**src/rtl/pws_pkg.sv**
```systemverilog
// Shared types for the page write splitter.
package pws_pkg;
    typedef enum logic [1:0] {
        ST_IDLE  = 2'd0,
        ST_ISSUE = 2'd1,
        ST_WAIT  = 2'd2
    } pws_state_e;
endpackage

```
**src/rtl/pws_chunk_sizer.sv**
```systemverilog
// Chunk sizer: picks the length of the next chunk as the smaller of the
// bytes still to send and the room left in the current page.
// Assumes remaining is nonzero whenever the result is used.
module pws_chunk_sizer #(
    parameter int LEN_W      = 16,
    parameter int PAGE_SHIFT = 8,
    localparam int CLEN_W    = PAGE_SHIFT + 1
) (
    input  logic [PAGE_SHIFT-1:0] page_off,
    input  logic [LEN_W-1:0]      remaining,
    output logic [CLEN_W-1:0]     chunk_len
);
    localparam logic [CLEN_W-1:0] PAGE_BYTES = CLEN_W'(1) << PAGE_SHIFT;

    logic [CLEN_W-1:0] room;

    // Bytes from the cursor to the end of its page.
    assign room = PAGE_BYTES - {1'b0, page_off};

    // Clip the page room to what is left of the request.
    always_comb begin
        if (remaining < LEN_W'(room))
            chunk_len = remaining[CLEN_W-1:0];
        else
            chunk_len = room;
    end
endmodule

```
**src/rtl/pws_cursor.sv**
```systemverilog
// Cursor: holds the current flash address, the bytes still to send and the
// source buffer offset. Loads on a request start and advances by one chunk
// length on each completion. Assumes load and step are never both high.
module pws_cursor #(
    parameter int ADDR_W     = 24,
    parameter int LEN_W      = 16,
    parameter int PAGE_SHIFT = 8,
    localparam int CLEN_W    = PAGE_SHIFT + 1
) (
    input  logic              clk,
    input  logic              rst_n,
    input  logic              load,
    input  logic [ADDR_W-1:0] load_addr,
    input  logic [LEN_W-1:0]  load_len,
    input  logic              step,
    input  logic [CLEN_W-1:0] step_len,
    output logic [ADDR_W-1:0] cur_addr,
    output logic [LEN_W-1:0]  remaining,
    output logic [LEN_W-1:0]  buf_index
);
    // Load on start, advance by one chunk when a chunk completes.
    always_ff @(posedge clk) begin
        if (!rst_n) begin
            cur_addr  <= '0;
            remaining <= '0;
            buf_index <= '0;
        end else if (load) begin
            cur_addr  <= load_addr;
            remaining <= load_len;
            buf_index <= '0;
        end else if (step) begin
            cur_addr  <= cur_addr + ADDR_W'(step_len);
            remaining <= remaining - LEN_W'(step_len);
            buf_index <= buf_index + LEN_W'(step_len);
        end
    end
endmodule

```
**src/rtl/pws_sequencer.sv**
```systemverilog
// Sequencer: idle / offer chunk / wait for completion. Offers one chunk at a
// time and pulses done after the last completion, or straight away for an
// empty request. Assumes chunk_cmplt arrives only after an accepted chunk.
module pws_sequencer
    import pws_pkg::*;
(
    input  logic clk,
    input  logic rst_n,
    input  logic start,
    input  logic len_zero,
    input  logic last_chunk,
    input  logic chunk_ready,
    input  logic chunk_cmplt,
    output logic load,
    output logic step,
    output logic chunk_valid,
    output logic done
);
    pws_state_e state, state_nx;
    logic       done_nx;

    // Next-state and control strobes.
    always_comb begin
        state_nx = state;
        done_nx  = 1'b0;
        load     = 1'b0;
        step     = 1'b0;
        unique case (state)
            ST_IDLE: begin
                if (start) begin
                    load = 1'b1;
                    if (len_zero) done_nx  = 1'b1;
                    else          state_nx = ST_ISSUE;
                end
            end
            ST_ISSUE: begin
                if (chunk_ready) state_nx = ST_WAIT;
            end
            ST_WAIT: begin
                if (chunk_cmplt) begin
                    step = 1'b1;
                    if (last_chunk) begin
                        state_nx = ST_IDLE;
                        done_nx  = 1'b1;
                    end else begin
                        state_nx = ST_ISSUE;
                    end
                end
            end
            default: state_nx = ST_IDLE;
        endcase
    end

    // State and done-pulse registers.
    always_ff @(posedge clk) begin
        if (!rst_n) begin
            state <= ST_IDLE;
            done  <= 1'b0;
        end else begin
            state <= state_nx;
            done  <= done_nx;
        end
    end

    assign chunk_valid = (state == ST_ISSUE);

    AST_EMPTY_DONE: assert property (@(posedge clk) disable iff (!rst_n)
        (state == ST_IDLE && start && len_zero) |=> (done && !chunk_valid));
    AST_HOLD_VALID: assert property (@(posedge clk) disable iff (!rst_n)
        (chunk_valid && !chunk_ready) |=> chunk_valid);
    AST_DROP_AFTER_ACCEPT: assert property (@(posedge clk) disable iff (!rst_n)
        (chunk_valid && chunk_ready) |=> !chunk_valid);
    AST_DONE_EXCLUSIVE: assert property (@(posedge clk) disable iff (!rst_n)
        done |-> !chunk_valid);
endmodule

```
**src/rtl/page_write_splitter.sv**
```systemverilog
// Page write splitter top: breaks a byte write request into chunks that never
// cross a page, offering each over valid/ready and waiting for the engine's
// completion strobe before the next. Assumes the engine raises chunk_cmplt
// once per accepted chunk.
module page_write_splitter #(
    parameter int ADDR_W     = 24,
    parameter int LEN_W      = 16,
    parameter int PAGE_SHIFT = 8,
    localparam int CLEN_W    = PAGE_SHIFT + 1
) (
    input  logic              clk,
    input  logic              rst_n,
    input  logic              req_start,
    input  logic [ADDR_W-1:0] req_addr,
    input  logic [LEN_W-1:0]  req_len,
    output logic              chunk_valid,
    input  logic              chunk_ready,
    output logic [ADDR_W-1:0] chunk_addr,
    output logic [CLEN_W-1:0] chunk_len,
    output logic [LEN_W-1:0]  chunk_index,
    input  logic              chunk_cmplt,
    output logic              req_done
);
    localparam logic [CLEN_W:0] PAGE_BYTES = (CLEN_W+1)'(1) << PAGE_SHIFT;

    logic             load, step, last_chunk, len_zero;
    logic [LEN_W-1:0] remaining;

    pws_cursor #(.ADDR_W(ADDR_W), .LEN_W(LEN_W), .PAGE_SHIFT(PAGE_SHIFT)) u_cursor (
        .clk       (clk),
        .rst_n     (rst_n),
        .load      (load),
        .load_addr (req_addr),
        .load_len  (req_len),
        .step      (step),
        .step_len  (chunk_len),
        .cur_addr  (chunk_addr),
        .remaining (remaining),
        .buf_index (chunk_index)
    );

    pws_chunk_sizer #(.LEN_W(LEN_W), .PAGE_SHIFT(PAGE_SHIFT)) u_sizer (
        .page_off  (chunk_addr[PAGE_SHIFT-1:0]),
        .remaining (remaining),
        .chunk_len (chunk_len)
    );

    // Request end detection for the sequencer.
    assign len_zero   = (req_len == '0);
    assign last_chunk = (remaining == LEN_W'(chunk_len));

    pws_sequencer u_seq (
        .clk         (clk),
        .rst_n       (rst_n),
        .start       (req_start),
        .len_zero    (len_zero),
        .last_chunk  (last_chunk),
        .chunk_ready (chunk_ready),
        .chunk_cmplt (chunk_cmplt),
        .load        (load),
        .step        (step),
        .chunk_valid (chunk_valid),
        .done        (req_done)
    );

    AST_PAGE_BOUND: assert property (@(posedge clk) disable iff (!rst_n)
        chunk_valid |-> (({1'b0, {1'b0, chunk_addr[PAGE_SHIFT-1:0]}} + {1'b0, chunk_len}) <= PAGE_BYTES)
                        && (chunk_len != '0));
    AST_FULL_ALIGNED: assert property (@(posedge clk) disable iff (!rst_n)
        (chunk_valid && {1'b0, chunk_len} == PAGE_BYTES) |-> (chunk_addr[PAGE_SHIFT-1:0] == '0));
    AST_FIELDS_STABLE: assert property (@(posedge clk) disable iff (!rst_n)
        (chunk_valid && !chunk_ready) |=> ($stable(chunk_addr) && $stable(chunk_len) && $stable(chunk_index)));
endmodule

```
**config.mk**
```make
export PLATFORM = sky130hd
export DESIGN_NAME = page_write_splitter
export DESIGN_NICKNAME = d
export VERILOG_FILES = /design/src/rtl/pws_pkg.sv /design/src/rtl/pws_chunk_sizer.sv /design/src/rtl/pws_cursor.sv /design/src/rtl/pws_sequencer.sv /design/src/rtl/page_write_splitter.sv
export SDC_FILE = /design/constraint.sdc
export NUM_CORES = 1
export LEC_CHECK = 0
export BUFFER_PORTS_ARGS = -buffer_cell sky130_fd_sc_hd__buf_4
export CORE_AREA = 2 2 88 175
export CTS_CLUSTER_DIAMETER = 30
export DETAILED_ROUTE_END_ITERATION = 10
export DIE_AREA = 0 0 90 177
export PLACE_DENSITY = 0.55
export SLEW_MARGIN = 20
export SYNTH_ARGS = -nofsm -noshare
export SYNTH_HDL_FRONTEND = slang
export SYNTH_SLANG_ARGS = --single-unit
```
**constraint.sdc**
```tcl
create_clock -name clk -period 10.7 [get_ports clk]
set_input_delay 2.675 -clock clk [delete_from_list [all_inputs] [get_ports clk]]
set_output_delay 2.675 -clock clk [all_outputs]
set_load 0.05 [all_outputs]
```
==> reports/qor.csv, run 1 <==
metric,value,unit
run_status,completed,
dp_hpwl,9850,um
gp_congestion,0.796,
portBuffers,95,
seq_power_share,0.259,
switching_share,0.404,
drc_errors,0,
clkLatencyLatePin,330,ps
p_int,585,uW
p_comb_frac,0.451,
post_cts_resized,0,
final_common_cell,buf_4,
final_cell_mix,"buf_4 (98), dfxtp_1 (59), nand2_1 (50)",
clkTransAtPathRegs,60,ps
worst-path-max-fanout,17,
yosysTopAreaCell,dfxtp_1,
crit_path_start_kind,flop,
hold_slack,482,ps
grt_pass1_wl,22100,um
fmax,157,MHz
synthArstFlopShare,0,
cts_buffer_depth,2,
ys_warn_count,0,
dieArea,15900,um^2
dr_wl_met3,725,um
slew_headroom,0.438,
netlist_area,4330,um^2
cap_violations,0,
wl_met2,6720,um
placed_area,5210,um^2
power.total,982,uW
fin_skew,8.49,ps
synthTopCellsByArea,"dfxtp_1 (27%), ha_1 (10%), nand2_1 (4.3%)",
rsz0062_at_grt,false,
p_sw,397,uW
critPathCaptureType,output port,
fp.coreArea,14700,um^2
antenna_left,0,
dr_total_vias,4326,
power.leakage,0.00229,uW
syn_to_final_growth,27.1,%
arrival,3700,ps
fp.dieW,90,um
antenna_found_initial,0,
wl_met1,6030,um
cts.sinks,59,
crit_chain,nor3_1 > nand2b_1 > nor4_1 > xnor2_1 > inv_1 > ha_1 > nand2_1 > nor2_1 > a211oi_1 > o21ai_1 > a211o_2 > mux2i_1 > buf_4,
synth.avg_cell_area,8.04,um^2
grtUsageTotal,0.171,
setup_tns,0,ps
nets,706,
post_cts_buffers,0,
seq_area_frac_synth,0.273,
wirelength,13600,um
start_util,0.295,
tritoncts,done,
tightest_slew,841,ps
num_antenna_cells,0,
highest_layer,met4,
synth.net_count,622,
synth_edf_count,0,
holdBufCountCts,0,
first_pass_iters,4,
max-vdd-ir-drop,0.0000943,V
gr-total-overflow,0,
grt_max_degree,43,
avgRoutedWirePerCell,16.5,um
cts_root_buffer,clkbuf_16,
power.density,179,nW/um^2
crit_required,8030,ps
finalHoldViolCount,0,
via_per_inst,5.26,
die_height,177,um
synthFlopType,dfxtp_1,
syn_inst,538,
final_area,5500,um^2
synth.distinct_cells,60,
h-tree-depth,3,
setup_violations,0,
path_class,reg -> out,
period_needed,6370,ps
pin_count,96,
period_share,0.596,
place_ws,4630,ps
cts_buffers,9,
fp-row-count,63,
hold_class,reg -> reg,
cp_slowest_cell,a211o_2,
synth_top_area_frac,0.273,
maxSlewViolCount,0,
setup_ws,4330,ps
layout-drive-gt1-share,0.211,
critical_path.max_stage_delay,530,ps
grt_pass1_vias,4264,
critPathBufInv,2,
clkPwrFrac,0.290,
cp_top_family,compound AO/OA/AOI/OAI gates,
n_fill_cell,1582,
drt_iter0_markers,189,
yosys_register_bits,59,
per-stage QoR:
stage,instances,util
CTS,822,0.375
global placement,806,0.356
detailed placement,806,0.356
floorplan,538,-
global route,822,0.375
finish,822,0.375
logic make-up after synthesis:
kind of cell             share of synthesized area
buffers and inverters                       0.0417
multiplexers                                0.0414
AND/OR/NAND/NOR                              0.211
XOR/XNOR                                    0.0607
AO/OA/AOI/OAI                                0.254
flip-flops                                   0.273
adder cells (fa/ha/maj)                      0.118
synth_stat cells (13+ instances only):
cell	count
a21oi_1	37
a22oi_1	16
clkbuf_1	19
dfxtp_1	59
ha_1	36
inv_1	19
nand2_1	50
nand3_1	13
nor2_1	40
nor3_1	15
nor4_1	13
o21ai_0	23
o22ai_1	13
xnor2_1	19
layout make-up:
class,instances,area [um^2],share of cell area
Clock inverter,5,53.8,0.00978
Sequential cell,59,1180,0.215
Inverter,20,75.1,0.0137
Tap cell,195,244,0.0444
Multi-Input combinational cell,434,2980,0.541
Clock buffer,11,233,0.0423
Timing Repair Buffer,98,736,0.134
sequential cells by signal, summed over array words and instances, names as in the netlist:
name	count
u_cursor.cur_addr	24
u_cursor.remaining	16
u_seq.state	2
u_cursor.buf_index	16
u_seq.done	1
worst min-delay path: cells and delay by family, from the launching register on:
kind,cells,cell delay (ps)
AO/OA/AOI/OAI,1,50
AND/OR/NAND/NOR,1,60
flip-flops,1,320
per-layer routing:
metal	track usage	up-vias
met5	0	-
met4	0.0404	0
met3	0.0447	7
met2	0.302	90
met1	0.208	2031
li1	-	2198
worst paths after layout:
kind / depth (start not counted) / end / slack (ps) / startpoint
worst max-delay path: 13 / chunk_len[1] / 4330 / u_cursor.cur_addr[2]
worst min-delay path: 2 / u_cursor.buf_index[6] / 480 / u_cursor.buf_index[6]
worst max register to register: 22 / u_cursor.cur_addr[16] / 5320 / u_cursor.cur_addr[2]
worst min register to register: 2 / u_cursor.buf_index[6] / 480 / u_cursor.buf_index[6]
power groups by stage:
stage	combinational (uW)	sequential (uW)	clock, uW
final	443	254	285
after global routing	485	257	303
after CTS	444	254	293
after detailed placement	441	258	0
after global placement	439	258	0
after floorplan	310	278	0
Note: power is estimated with default switching activity, not from simulation.
==> run 2: changes to the inputs <==
clock period = 5.95 ns   (was 10.7 ns; I/O delays follow)
==> run 2 against run 1 <==
Against the previous run:
- setup slack got worse by 3700 ps
- clock power rose by 89%
- wire length rose by 0.75%
- count of clock-buffer cells in the layout rose by 1
- core utilization rose by 0.13 points
- combinational power rose by 80%
- register-to-register slack got worse by 4700 ps
==> reports/qor.csv, run 2 (synthesized netlist as in run 1, its figures left out) <==
metric,value,unit,change
run_status,completed,,unchanged
fp.dieW,90,um,unchanged
final_cell_mix,"buf_4 (98), dfxtp_1 (59), nand2_1 (50)",,unchanged
drc_errors,0,,unchanged
power.density,325,nW/um^2,was 179 nW/um^2
dr_total_vias,4356,,was 4326
die_height,177,um,unchanged
maxSlewViolCount,0,,unchanged
antenna_left,0,,unchanged
wl_met1,5820,um,was 6030 um
gr-total-overflow,0,,unchanged
holdBufCountCts,0,,unchanged
period_needed,5330,ps,
post_cts_buffers,0,,unchanged
portBuffers,95,,unchanged
setup_tns,0,ps,unchanged
clkLatencyLatePin,330,ps,about the same
critPathCaptureType,flop,,was output port
cts.sinks,59,,unchanged
final_common_cell,buf_4,,unchanged
crit_required,6210,ps,was 8030 ps
start_util,0.295,,unchanged
power.leakage,0.00230,uW,was 0.00229 uW
gp_congestion,0.778,,was 0.796
h-tree-depth,3,,unchanged
nets,706,,unchanged
syn_to_final_growth,27.6,%,was 27.1%
wl_met2,6690,um,was 6720 um
clkTransAtPathRegs,50,ps,was 60 ps
n_fill_cell,1582,,unchanged
num_antenna_cells,0,,unchanged
highest_layer,met4,,unchanged
hold_slack,480,ps,was 482 ps
arrival,5590,ps,was 3700 ps
pin_count,96,,unchanged
cap_violations,0,,unchanged
reg.largest.list,"u_cursor.cur_addr (24), u_cursor.buf_index (16), u_cursor.remaining (16)",,unchanged
antenna_found_initial,0,,unchanged
grt_pass1_vias,4379,,was 4264
worst-path-max-fanout,17,,unchanged
tightest_slew,819,ps,was 841 ps
r2r_setup_slack,620,ps,was 5320 ps
fmax,188,MHz,
dieArea,15900,um^2,unchanged
fin_skew,6.56,ps,was 8.49 ps
dr_wl_met3,959,um,was 725 um
first_pass_iters,4,,unchanged
path_class,reg -> reg,,was reg -> out
grt_pass1_wl,22300,um,was 22100 um
period_share,0.896,,
holdPathStages,2,,unchanged
finalHoldViolCount,0,,unchanged
avgRoutedWirePerCell,16.6,um,was 16.5 um
hold_class,reg -> reg,,unchanged
max-vdd-ir-drop,0.000139,V,was 0.0000943 V
rsz0062_at_grt,false,,unchanged
crit_path_start_kind,flop,,unchanged
layout-drive-gt1-share,0.212,,was 0.211
fp.coreArea,14700,um^2,unchanged
largest_register_ff_count,24,,unchanged
fp-row-count,63,,unchanged
reg2regPathDepth,22,,unchanged
cts_buffers,9,,unchanged
dp.cells,806,,unchanged
setup_violations,0,,unchanged
slew_headroom,0.453,,was 0.438
dp_hpwl,9950,um,was 9850 um
via_per_inst,5.30,,was 5.26
grtUsageTotal,0.174,,was 0.171
largest-register,u_cursor.cur_addr,,unchanged
stdcell_count,822,,unchanged
cts_buffer_depth,2,,unchanged
wirelength,13700,um,was 13600 um
cts_root_buffer,clkbuf_16,,unchanged
drt_iter0_markers,174,,was 189
post_cts_resized,0,,unchanged
tritoncts,done,,unchanged
grt_max_degree,43,,unchanged
[run 2: changes by cell type in the layout (fill, tap and decap cells not counted)]
cell | previous run | this run
clkbuf_8 | 0 | 2
clkinv_2 | 3 | 2
clkbuf_1 | 2 | 1
[run 2: area by class of cell]
class / instances / area, um^2 / share of cell area
inverter: 20 / 75.1 / 0.0136
tap: 195 / 244 / 0.0442
timing repair buffer: 98 / 736 / 0.133
sequential: 59 / 1180 / 0.214
multi-input combinational: 434 / 2980 / 0.539
clock buffer: 12 / 256 / 0.0465
clock inverter: 4 / 48.8 / 0.00884
[run 2: final timing paths]
path                    startpoint               endpoint
min reg2reg  u_cursor.buf_index[2]  u_cursor.buf_index[2]
max reg2reg   u_cursor.cur_addr[2]  u_cursor.cur_addr[16]
max           u_cursor.cur_addr[2]  u_cursor.cur_addr[16]
min          u_cursor.buf_index[2]  u_cursor.buf_index[2]
[run 2: metal layers]
metal / track usage / vias to the layer above
met5: 0 / -
met4: 0.0526 / 0
met3: 0.0503 / 13
met2: 0.312 / 111
met1: 0.199 / 2039
li1: - / 2193
[run 2: where the power goes]
part / switching [uW] / internal, uW
logic: 489 / 309
clock network: 194 / 346
registers: 37.1 / 420
[run 2: per-stage QoR]
step	area [um^2]	total power (uW)	util	setup slack, ps
final	5520	1800	0.376	619
after global routing	5520	1910	0.376	166
after CTS	5520	1810	0.376	627
after detailed placement	5210	1260	0.356	671
after global placement	5210	1250	0.356	746
after floorplan	4330	1060	-	127
[run 2: critical path, stage by stage (launching register included)]
cell and delay [ps]:
dfxtp_1 380, nor3_1 280, nand2b_1 130, nor4_1 250, xnor2_1 210, inv_1 70
ha_1 310, nand2_1 80, nor2_1 40, a211oi_1 200, o21ai_1 100, a211o_2 520
mux2i_1 440, ha_1 280, inv_1 60, fa_1 370, nor2b_1 220, o31a_1 220
o31a_1 160, or2_1 290, nand4_1 160, or2_2 300, a31oi_1 160
